<file path="src/rtl/trs_framer_pkg.sv">
package trs_framer_pkg;
  // Words in one timing reference sequence (ones, zeros, zeros).
  localparam int TRS_WORDS = 3;

  typedef struct packed {
    logic takeNew;  // move the boundary to the offset found this cycle
    logic capture;  // the word being picked follows an accepted sequence
  } fr_ctrl_t;
endpackage

</file>
<file path="src/rtl/trs_framer_datapath.sv">
module trs_framer_datapath
  import trs_framer_pkg::*;
#(
  parameter int WORD_W = 10,
  parameter int H_POS  = 6,
  parameter int V_POS  = 7,
  parameter int F_POS  = 8
) (
  input  logic              clk,
  input  logic              rstN,
  input  logic [WORD_W-1:0] rawIn,
  input  fr_ctrl_t          ctrl,
  output logic              trsFound,
  output logic              sameSpot,
  output logic [WORD_W-1:0] alignedWord,
  output logic              hFlag,
  output logic              vFlag,
  output logic              fFlag
);
  localparam int OFF_W = $clog2(WORD_W);
  localparam int WIN_W = (TRS_WORDS + 1) * WORD_W;

  logic [WIN_W-1:0]  window;
  logic [WORD_W-1:0] hitVec;
  logic [OFF_W-1:0]  hitOff, offReg, effOff;
  logic [WIN_W-1:0]  shifted;
  logic [WORD_W-1:0] pick;

  // Newest chunk enters at the top; the oldest sits in the low bits.
  always_ff @(posedge clk or negedge rstN) begin
    if (!rstN) window <= '0;
    else       window <= {rawIn, window[WIN_W-1:WORD_W]};
  end

  // One comparator per bit phase.
  generate
    for (genvar k = 0; k < WORD_W; k++) begin : g_phase
      assign hitVec[k] = (window[k +: WORD_W] == {WORD_W{1'b1}}) &&
                         (window[k+WORD_W +: WORD_W] == '0) &&
                         (window[k+2*WORD_W +: WORD_W] == '0);
    end
  endgenerate

  always_comb begin
    hitOff = '0;
    for (int k = WORD_W - 1; k >= 0; k--) begin
      if (hitVec[k]) hitOff = OFF_W'(k);
    end
  end

  assign trsFound = |hitVec;
  assign sameSpot = (hitOff == offReg);
  assign effOff   = ctrl.takeNew ? hitOff : offReg;
  assign shifted  = window >> effOff;
  assign pick     = shifted[WORD_W-1:0];

  always_ff @(posedge clk or negedge rstN) begin
    if (!rstN) begin
      offReg      <= '0;
      alignedWord <= '0;
      hFlag       <= 1'b0;
      vFlag       <= 1'b0;
      fFlag       <= 1'b0;
    end else begin
      offReg      <= effOff;
      alignedWord <= pick;
      if (ctrl.capture) begin
        hFlag <= pick[H_POS];
        vFlag <= pick[V_POS];
        fFlag <= pick[F_POS];
      end
    end
  end

  // the boundary only moves on a cycle with a detected sequence
  p_offset_moves_on_trs_r3: assert property (@(posedge clk) disable iff (!rstN)
    !trsFound |=> $stable(offReg));

  // captured flags hold between strobes
  p_flags_hold_r8: assert property (@(posedge clk) disable iff (!rstN)
    !ctrl.capture |=> $stable({hFlag, vFlag, fFlag}));
endmodule

</file>
<file path="src/rtl/trs_framer_ctrl.sv">
module trs_framer_ctrl
  import trs_framer_pkg::*;
(
  input  logic     clk,
  input  logic     rstN,
  input  logic     frameMode,
  input  logic     frameEn,
  input  logic     trsFound,
  input  logic     sameSpot,
  output fr_ctrl_t ctrl,
  output logic     nsp,
  output logic     trsStrobe
);
  logic                 locked;
  logic                 wantMove;
  logic                 accepted;
  logic [TRS_WORDS-1:0] acceptPipe;

  // Policy: unlocked always follows; otherwise feedback or enable decides.
  assign wantMove     = !locked || (frameMode ? nsp : frameEn);
  assign ctrl.takeNew = trsFound && wantMove;
  assign accepted     = trsFound && (wantMove || sameSpot);
  assign ctrl.capture = acceptPipe[TRS_WORDS-1];

  always_ff @(posedge clk or negedge rstN) begin
    if (!rstN) begin
      locked     <= 1'b0;
      nsp        <= 1'b0;
      acceptPipe <= '0;
      trsStrobe  <= 1'b0;
    end else begin
      if (trsFound) begin
        locked <= 1'b1;
        nsp    <= !accepted;
      end
      acceptPipe <= {acceptPipe[TRS_WORDS-2:0], accepted};
      trsStrobe  <= ctrl.capture;
    end
  end

  // the flag moves only on a detected sequence
  p_nsp_needs_trs_r9: assert property (@(posedge clk) disable iff (!rstN)
    !trsFound |=> $stable(nsp));

  // hold policy flags an off-boundary sequence
  p_misplaced_sets_nsp_r4: assert property (@(posedge clk) disable iff (!rstN)
    (locked && !frameMode && !frameEn && trsFound && !sameSpot) |=> nsp);

  // follow policy always ends aligned
  p_follow_clears_r5: assert property (@(posedge clk) disable iff (!rstN)
    (!frameMode && frameEn && trsFound) |=> !nsp);

  // feedback policy recovers on the next sequence
  p_feedback_recover_r6: assert property (@(posedge clk) disable iff (!rstN)
    (frameMode && nsp && trsFound) |=> !nsp);

  // strobe lasts one cycle
  p_strobe_single_r7: assert property (@(posedge clk) disable iff (!rstN)
    trsStrobe |=> !trsStrobe);
endmodule

</file>
<file path="src/rtl/trs_word_framer.sv">
module trs_word_framer
  import trs_framer_pkg::*;
#(
  parameter int WORD_W = 10,
  parameter int H_POS  = 6,
  parameter int V_POS  = 7,
  parameter int F_POS  = 8
) (
  input  logic              clk,
  input  logic              rstN,
  input  logic [WORD_W-1:0] rawIn,
  input  logic              frameMode,
  input  logic              frameEn,
  output logic [WORD_W-1:0] alignedWord,
  output logic              trsStrobe,
  output logic              nsp,
  output logic              hFlag,
  output logic              vFlag,
  output logic              fFlag
);
  fr_ctrl_t ctrl;
  logic     trsFound;
  logic     sameSpot;

  trs_framer_datapath #(
    .WORD_W(WORD_W), .H_POS(H_POS), .V_POS(V_POS), .F_POS(F_POS)
  ) u_datapath (
    .clk(clk), .rstN(rstN), .rawIn(rawIn), .ctrl(ctrl),
    .trsFound(trsFound), .sameSpot(sameSpot), .alignedWord(alignedWord),
    .hFlag(hFlag), .vFlag(vFlag), .fFlag(fFlag)
  );

  trs_framer_ctrl u_ctrl (
    .clk(clk), .rstN(rstN), .frameMode(frameMode), .frameEn(frameEn),
    .trsFound(trsFound), .sameSpot(sameSpot), .ctrl(ctrl),
    .nsp(nsp), .trsStrobe(trsStrobe)
  );
endmodule

</file>
<file path="config.mk">
export PLATFORM = sky130hd
export DESIGN_NAME = trs_word_framer
export DESIGN_NICKNAME = d
export VERILOG_FILES = /design/src/rtl/trs_framer_pkg.sv /design/src/rtl/trs_framer_datapath.sv /design/src/rtl/trs_framer_ctrl.sv /design/src/rtl/trs_word_framer.sv
export SDC_FILE = /design/constraint.sdc
export NUM_CORES = 1
export LEC_CHECK = 0
export BUFFER_PORTS_ARGS = -buffer_cell sky130_fd_sc_hd__buf_4
export CAP_MARGIN = 10
export CORE_ASPECT_RATIO = 1.5
export CORE_MARGIN = 1
export CORE_UTILIZATION = 40
export CTS_CLUSTER_SIZE = 16
export DETAILED_ROUTE_END_ITERATION = 8
export PLACE_DENSITY_LB_ADDON = 0.05
export SLEW_MARGIN = 20
export SYNTH_ARGS = -nofsm -noshare
export SYNTH_HDL_FRONTEND = slang
export SYNTH_HIERARCHICAL = 1
export SYNTH_SLANG_ARGS = --single-unit
</file>
<file path="constraint.sdc">
create_clock -name clk -period 11.1 [get_ports clk]
set_input_delay 0.555 -clock clk [delete_from_list [all_inputs] [get_ports clk]]
set_output_delay 0.555 -clock clk [all_outputs]
set_load 0.01 [all_outputs]
</file>
==> flow_summary.json, run 1 <==
{
  "fp-row-count": 39,
  "cts_max_level": 3,
  "tightest_slew_ps": 1080,
  "use_met2_pct": 32.3,
  "grt_max_degree": 64,
  "gr-usage-all-layers_pct": 19.5,
  "crit_chain": "nor4_4 -> nand3_1 -> nor4_2 -> o21bai_1 -> a22oi_1 -> nand4_1 -> a21boi_0 -> inv_1 -> o211ai_4 -> mux2i_1 -> mux2i_1 -> mux2_2 -> mux2_2",
  "syn_inst": 260,
  "via_per_inst": 5.46,
  "drc": 0,
  "antenna_left": 0,
  "antenna_found_initial": 0,
  "initial_utilization_pct": 41.9,
  "synth_seq_cells": 63,
  "hold_buffers": 0,
  "rsz0062_at_grt": "no",
  "worst_slack_ps": 6460,
  "die_h_um": 112,
  "port_buffers": 28,
  "yosys_warnings": 6,
  "ys.flop_type": "dfrtp_1",
  "clock_path_buffers": 2,
  "mappedNetlistArea_mm2": 0.00323,
  "ctsResizeCount": 0,
  "clkLatencyLatePin_ps": 320,
  "period_needed_ps": 4640,
  "core_area_mm2": 0.00771,
  "drive_above_1_share_pct": 24.7,
  "cpPeakStageDelay_ps": 910,
  "fmax_mhz": 216,
  "yosysTopAreaCellShare_pct": 48.8,
  "syn2layout_area_growth_pct": 17.2,
  "cpMaxStageDelayCell": "o211ai_4",
  "post-place-ws_ps": 6500,
  "power.density_mw_per_mm2": 146,
  "startpoint_type": "flip-flop",
  "busiest_layer": "met2",
  "slew_headroom_pct": 27.4,
  "ys_seq_area_share_pct": 48.8,
  "syn-num-nets": 274,
  "path_class": "reg -> reg",
  "postCtsSetupBuffers": 0,
  "finalHoldViolCount": 0,
  "setup_viol": 0,
  "cts_buffers": 9,
  "p_leak_nw": 1.54,
  "status": "completed",
  "finalPower_mw": 0.554,
  "cts_sinks": 63,
  "gr-total-overflow": 0,
  "setup_tns_ps": 0,
  "synth-async-reset-ratio_pct": 100,
  "dr.pass1.iters": 4,
  "end_kind": "flip-flop",
  "crit_fanout": 29,
  "cp_data_arrival_time_ps": 4840,
  "path_clk_slew_ps": 50,
  "cp_data_required_time_ps": 11300,
  "yosysTopAreaCell": "dfrtp_1",
  "yosys-top-cells-area": "dfrtp_1, mux2i_1, mux2_2, nor4_4, mux2_4",
  "grt_pass1_vias": 2242,
  "met3_usage_pct": 4.31,
  "ios": 29,
  "place_hpwl_mm": 5.40,
  "grt_first_pass_wirelength_mm": 11.8,
  "wirelength_mm": 7.39,
  "yosys-top-cells-count": "dfrtp_1, mux2i_1, nor2_1",
  "synth_edf_count": 0,
  "drtIter0Drc": 83,
  "final_nets": 304,
  "synth_most_common_cell": "dfrtp_1",
  "diodes": 0,
  "grt_use_met1_pct": 22.0,
  "synth.distinct_cells": 56,
  "post-route-period-util_pct": 41.8,
  "vias": 2168,
  "avgRoutedWirePerCell_um": 18.6,
  "synth.avg_cell_area_um2": 12.4,
  "routabilityCongestion": 0.889,
  "drv_slew": 0,
  "cts-root-buf": "clkbuf_16",
  "dieArea_mm2": 0.00845,
  "fp.dieW_um": 75.4,
  "peakVddDrop_mv": 0.147,
  "maxCapViolCount": 0,
  "hold_class": "in -> async",
  "finClkSkew_ps": 5.82,
  "cts_tree": "built"
}
==> layout by cell type (no fill, tap or decap), drive strengths merged, types with 3 or more instances in the layout <==
cell type / n
o211ai: 3
or2: 4
clkbuf: 13
inv: 3
nand2: 11
a22oi: 4
a21oi: 9
nor2b: 7
nand4: 4
nor4: 5
nor3: 10
dfrtp: 63
o21ai: 4
buf: 28
mux2: 15
mux2i: 58
nand3: 5
nand4b: 3
nor2: 13
==> kinds of logic (layout without fill, tap and decap cells) <==
group           Yosys count  count (layout)  synth area share, %
simple gates             77              77                 16.2
mux                      73              73                 23.8
flops                    63              63                 48.8
compound gates           32              32                 7.55
xor+xnor                  3               3                0.813
buf+inv                  12              47                 2.90
==> critical path: cells and delay by family, from the launching register on <==
kind	cells	cell delay [ps]
flip-flops	1	400
AND/OR/NAND/NOR	4	1200
multiplexers	4	1040
buffers and inverters	1	250
AO/OA/AOI/OAI	4	1640
==> path summary, 6_finish.rpt <==
check                                                       to                             from  cells past startpoint  slack, ps
setup reg to reg                  u_datapath/hFlag$_DFFE_PN0P_  u_datapath/window[27]$_DFF_PN0_                     13       6460
hold reg to reg                 u_ctrl/acceptPipe[1]$_DFF_PN0_   u_ctrl/acceptPipe[0]$_DFF_PN0_                      0        350
max in group asynchronous      u_datapath/window[39]$_DFF_PN0_                             rstN                      1      10280
min in group clk               u_datapath/window[37]$_DFF_PN0_                         rawIn[7]                      1        340
hold / removal             u_datapath/alignedWord[5]$_DFF_PN0_                             rstN                      1        310
setup / recovery                  u_datapath/hFlag$_DFFE_PN0P_  u_datapath/window[27]$_DFF_PN0_                     13       6460
==> metal layers <==
metal | share of wire [%] | up-vias | routed length, um
met4 | 4.3 | 0 | 317
met5 | 0 | - | 0
met2 | 52 | 65 | 3860
met3 | 3.6 | 24 | 265
li1 | - | 1022 | -
met1 | 40 | 1057 | 2940
==> report_power, final <==
| group | switching (mW) | internal [mW] | leakage [nW] |
|---|---|---|---|
| registers | 0.0122 | 0.239 | 0.764 |
| clock network | 0.0931 | 0.179 | 0.140 |
| logic | 0.0153 | 0.0147 | 0.639 |
| total | 0.121 | 0.433 | 1.54 |
==> sequential cells by signal, summed over array words and instances, names as in the netlist <==
signal	flops
u_datapath/fFlag	1
u_datapath/hFlag	1
u_ctrl/acceptPipe	3
u_ctrl/locked	1
u_datapath/vFlag	1
u_datapath/alignedWord	10
u_datapath/window	40
u_ctrl/trsStrobe	1
u_datapath/offReg	4
u_ctrl/nsp	1
==> layout make-up <==
cell class                      instances  area (um2)
Sequential cell                        63        1580
Inverter                                3        11.3
Timing Repair Buffer                   28         210
Clock inverter                          3        42.5
Clock buffer                           13         250
Multi-Input combinational cell        185        1570
Fill cell                             743        3920
Tap cell                              102         128
==> metrics by stage <==
step | area, um2 | hold slack [ps] | utilization [%] | instances
floorplan | 3230 | 259 | - | 260
global placement | 3500 | 335 | 45.4 | 381
detailed placement | 3500 | 337 | 45.4 | 381
CTS | 3790 | 325 | 49.2 | 397
global route | 3790 | 326 | 49.2 | 397
finish | 3790 | 314 | 49.2 | 397
Power figures use the tool's default switching activity.
==> run 2: changes to the inputs <==
Clock period 11.1 ns to 4.7 ns, I/O delays scaled along.
==> flow_summary.json, run 2 (synthesized netlist as in run 1, its figures left out) <==
{
  "ctsResizeCount": 0,
  "violations": "hold timing",
  "ff2ff_setup_slack_ps": 400,
  "antenna_left": 0,
  "p_leak_nw": 1.66,
  "period_needed_ps": 4300,
  "startpoint_type": "flip-flop",
  "post-route-period-util_pct": 91.4,
  "end_kind": "flip-flop",
  "maxCapViolCount": 0,
  "cp_data_required_time_ps": 4910,
  "rsz0062_at_grt": "no",
  "status": "complete, but fails checks",
  "tightest_slew_ps": 764,
  "syn2layout_area_growth_pct": 24.1,
  "drv_slew": 0,
  "hold_class": "in -> async",
  "port_buffers": 28,
  "vias": 2223,
  "cts_sinks": 63,
  "grt_first_pass_wirelength_mm": 12.1,
  "n_fill_cell": 716,
  "holdWs_ps": -34.2,
  "finClkSkew_ps": 6.93,
  "crit_fanout": 16,
  "power.density_mw_per_mm2": 358,
  "worstRegToRegCells": 15,
  "largest_registers": "u_datapath/window: 40 flops, u_datapath/alignedWord: 10 flops, u_datapath/offReg: 4 flops",
  "fp.dieW_um": 75.4,
  "drc": 0,
  "path_clk_slew_ps": 60,
  "peakVddDrop_mv": 0.249,
  "slew_headroom_pct": 49.1,
  "via_per_inst": 5.36,
  "setup_viol": 0,
  "fmax_mhz": 233,
  "drive_above_1_share_pct": 27.2,
  "ios": 29,
  "wirelength_mm": 7.48,
  "cts_max_level": 3,
  "setup_tns_ps": 0,
  "postCtsSetupBuffers": 0,
  "path_class": "reg -> reg",
  "hold_buffers": 8,
  "clock_path_buffers": 2,
  "largest_reg_flops": 40,
  "grt_max_degree": 64,
  "r2r-start": "u_datapath/window[14]$_DFF_PN0_",
  "gr-total-overflow": 0,
  "die_h_um": 112,
  "regMostFlops": "u_datapath/window",
  "avgRoutedWirePerCell_um": 18.0,
  "final_common_cell": "dfrtp_1",
  "layout_common_cells": "dfrtp_1, mux2i_1, buf_4, nor2_1",
  "cts_tree": "built",
  "cts-root-buf": "clkbuf_16",
  "diodes": 0,
  "initial_utilization_pct": 41.9,
  "cp_data_arrival_time_ps": 4510,
  "antenna_found_initial": 0,
  "finalPower_mw": 1.44,
  "cts_buffers": 9,
  "core_area_mm2": 0.00771,
  "routabilityCongestion": 0.872,
  "place_hpwl_mm": 5.48,
  "finalHoldViolCount": 30,
  "final_nets": 322,
  "reg2reg_to": "u_datapath/fFlag$_DFFE_PN0P_",
  "clkLatencyLatePin_ps": 330,
  "dieArea_mm2": 0.00845,
  "final_util_pct": 52.1,
  "grt_pass1_vias": 2314,
  "gr-usage-all-layers_pct": 20.2,
  "drtIter0Drc": 110,
  "fp-row-count": 39,
  "dr.pass1.iters": 4
}
[run 2: changes by cell type in the layout (fill, tap and decap cells not counted), sizes merged]
| cell | change |
|---|---|
| buf | +9 |
| dlygate4sd3 | +9 |
| clkbuf | -3 |
| bufinv | +2 |
| clkinv | +1 |
[run 2: layout make-up]
cell class              instances  area, um2  area share [%]
clock buffers                  10        239            5.95
clock inverters                 6        108            2.68
flip-flops and latches         63       1580            39.3
well taps                     102        128            3.18
inverters                       3       11.3           0.281
multi-input cells             185       1570            39.2
repair buffers                 46        380            9.48
[run 2: metal layers]
metal	vias to the layer above	track usage, %	wire length [um]
li1	1056	-	-
met1	1088	22.7	2980
met2	55	33.3	3920
met3	24	4.22	202
met4	0	13.6	369
met5	-	0	0
[run 2: how the worst max path moves through the flow]
stage / startpoint / to / slack (ps)
after floorplan: u_datapath/window[27]$_DFF_PN0_ / u_datapath/hFlag$_DFFE_PN0P_ / 1110
after global placement: u_datapath/window[14]$_DFF_PN0_ / u_datapath/hFlag$_DFFE_PN0P_ / 540
after CTS: u_datapath/window[14]$_DFF_PN0_ / u_datapath/fFlag$_DFFE_PN0P_ / 450
final: u_datapath/window[14]$_DFF_PN0_ / u_datapath/fFlag$_DFFE_PN0P_ / 400
after detailed placement: u_datapath/window[14]$_DFF_PN0_ / u_datapath/hFlag$_DFFE_PN0P_ / 460
after global routing: u_datapath/window[19]$_DFF_PN0_ / u_datapath/fFlag$_DFFE_PN0P_ / 40
[run 2: critical path: stages, from the launching register on]
cell and delay [ps]:
dfrtp_1 550, and4bb_2 340, nand3_1 100, nor4_2 390, o21bai_1 180, a22oi_1 130, nand4_1 190, a21boi_0 410
nand2_1 180, o2bb2ai_4 390, buf_4 320, mux2i_1 210, mux2_2 180, mux2i_1 60, mux2_4 270, mux2_2 260
[run 2: through the flow]
| step | instance area (um2) | instances | worst slack (ps) | hold slack, ps |
|---|---|---|---|---|
| finish | 4010 | 415 | 404 | -34.2 |
| global route | 4010 | 415 | 43.9 | 6.23 |
| CTS | 4000 | 414 | 453 | 0.0729 |
| detailed placement | 3580 | 390 | 460 | 335 |
| global placement | 3580 | 390 | 540 | 332 |
| floorplan | 3230 | 260 | 1110 | -60.6 |
[run 2: where the power goes]
part           leakage, nW  switching (mW)  internal (mW)
Clock                0.168           0.234          0.530
Sequential           0.764          0.0263          0.565
Combinational        0.723          0.0398         0.0421
Total                 1.66           0.300           1.14
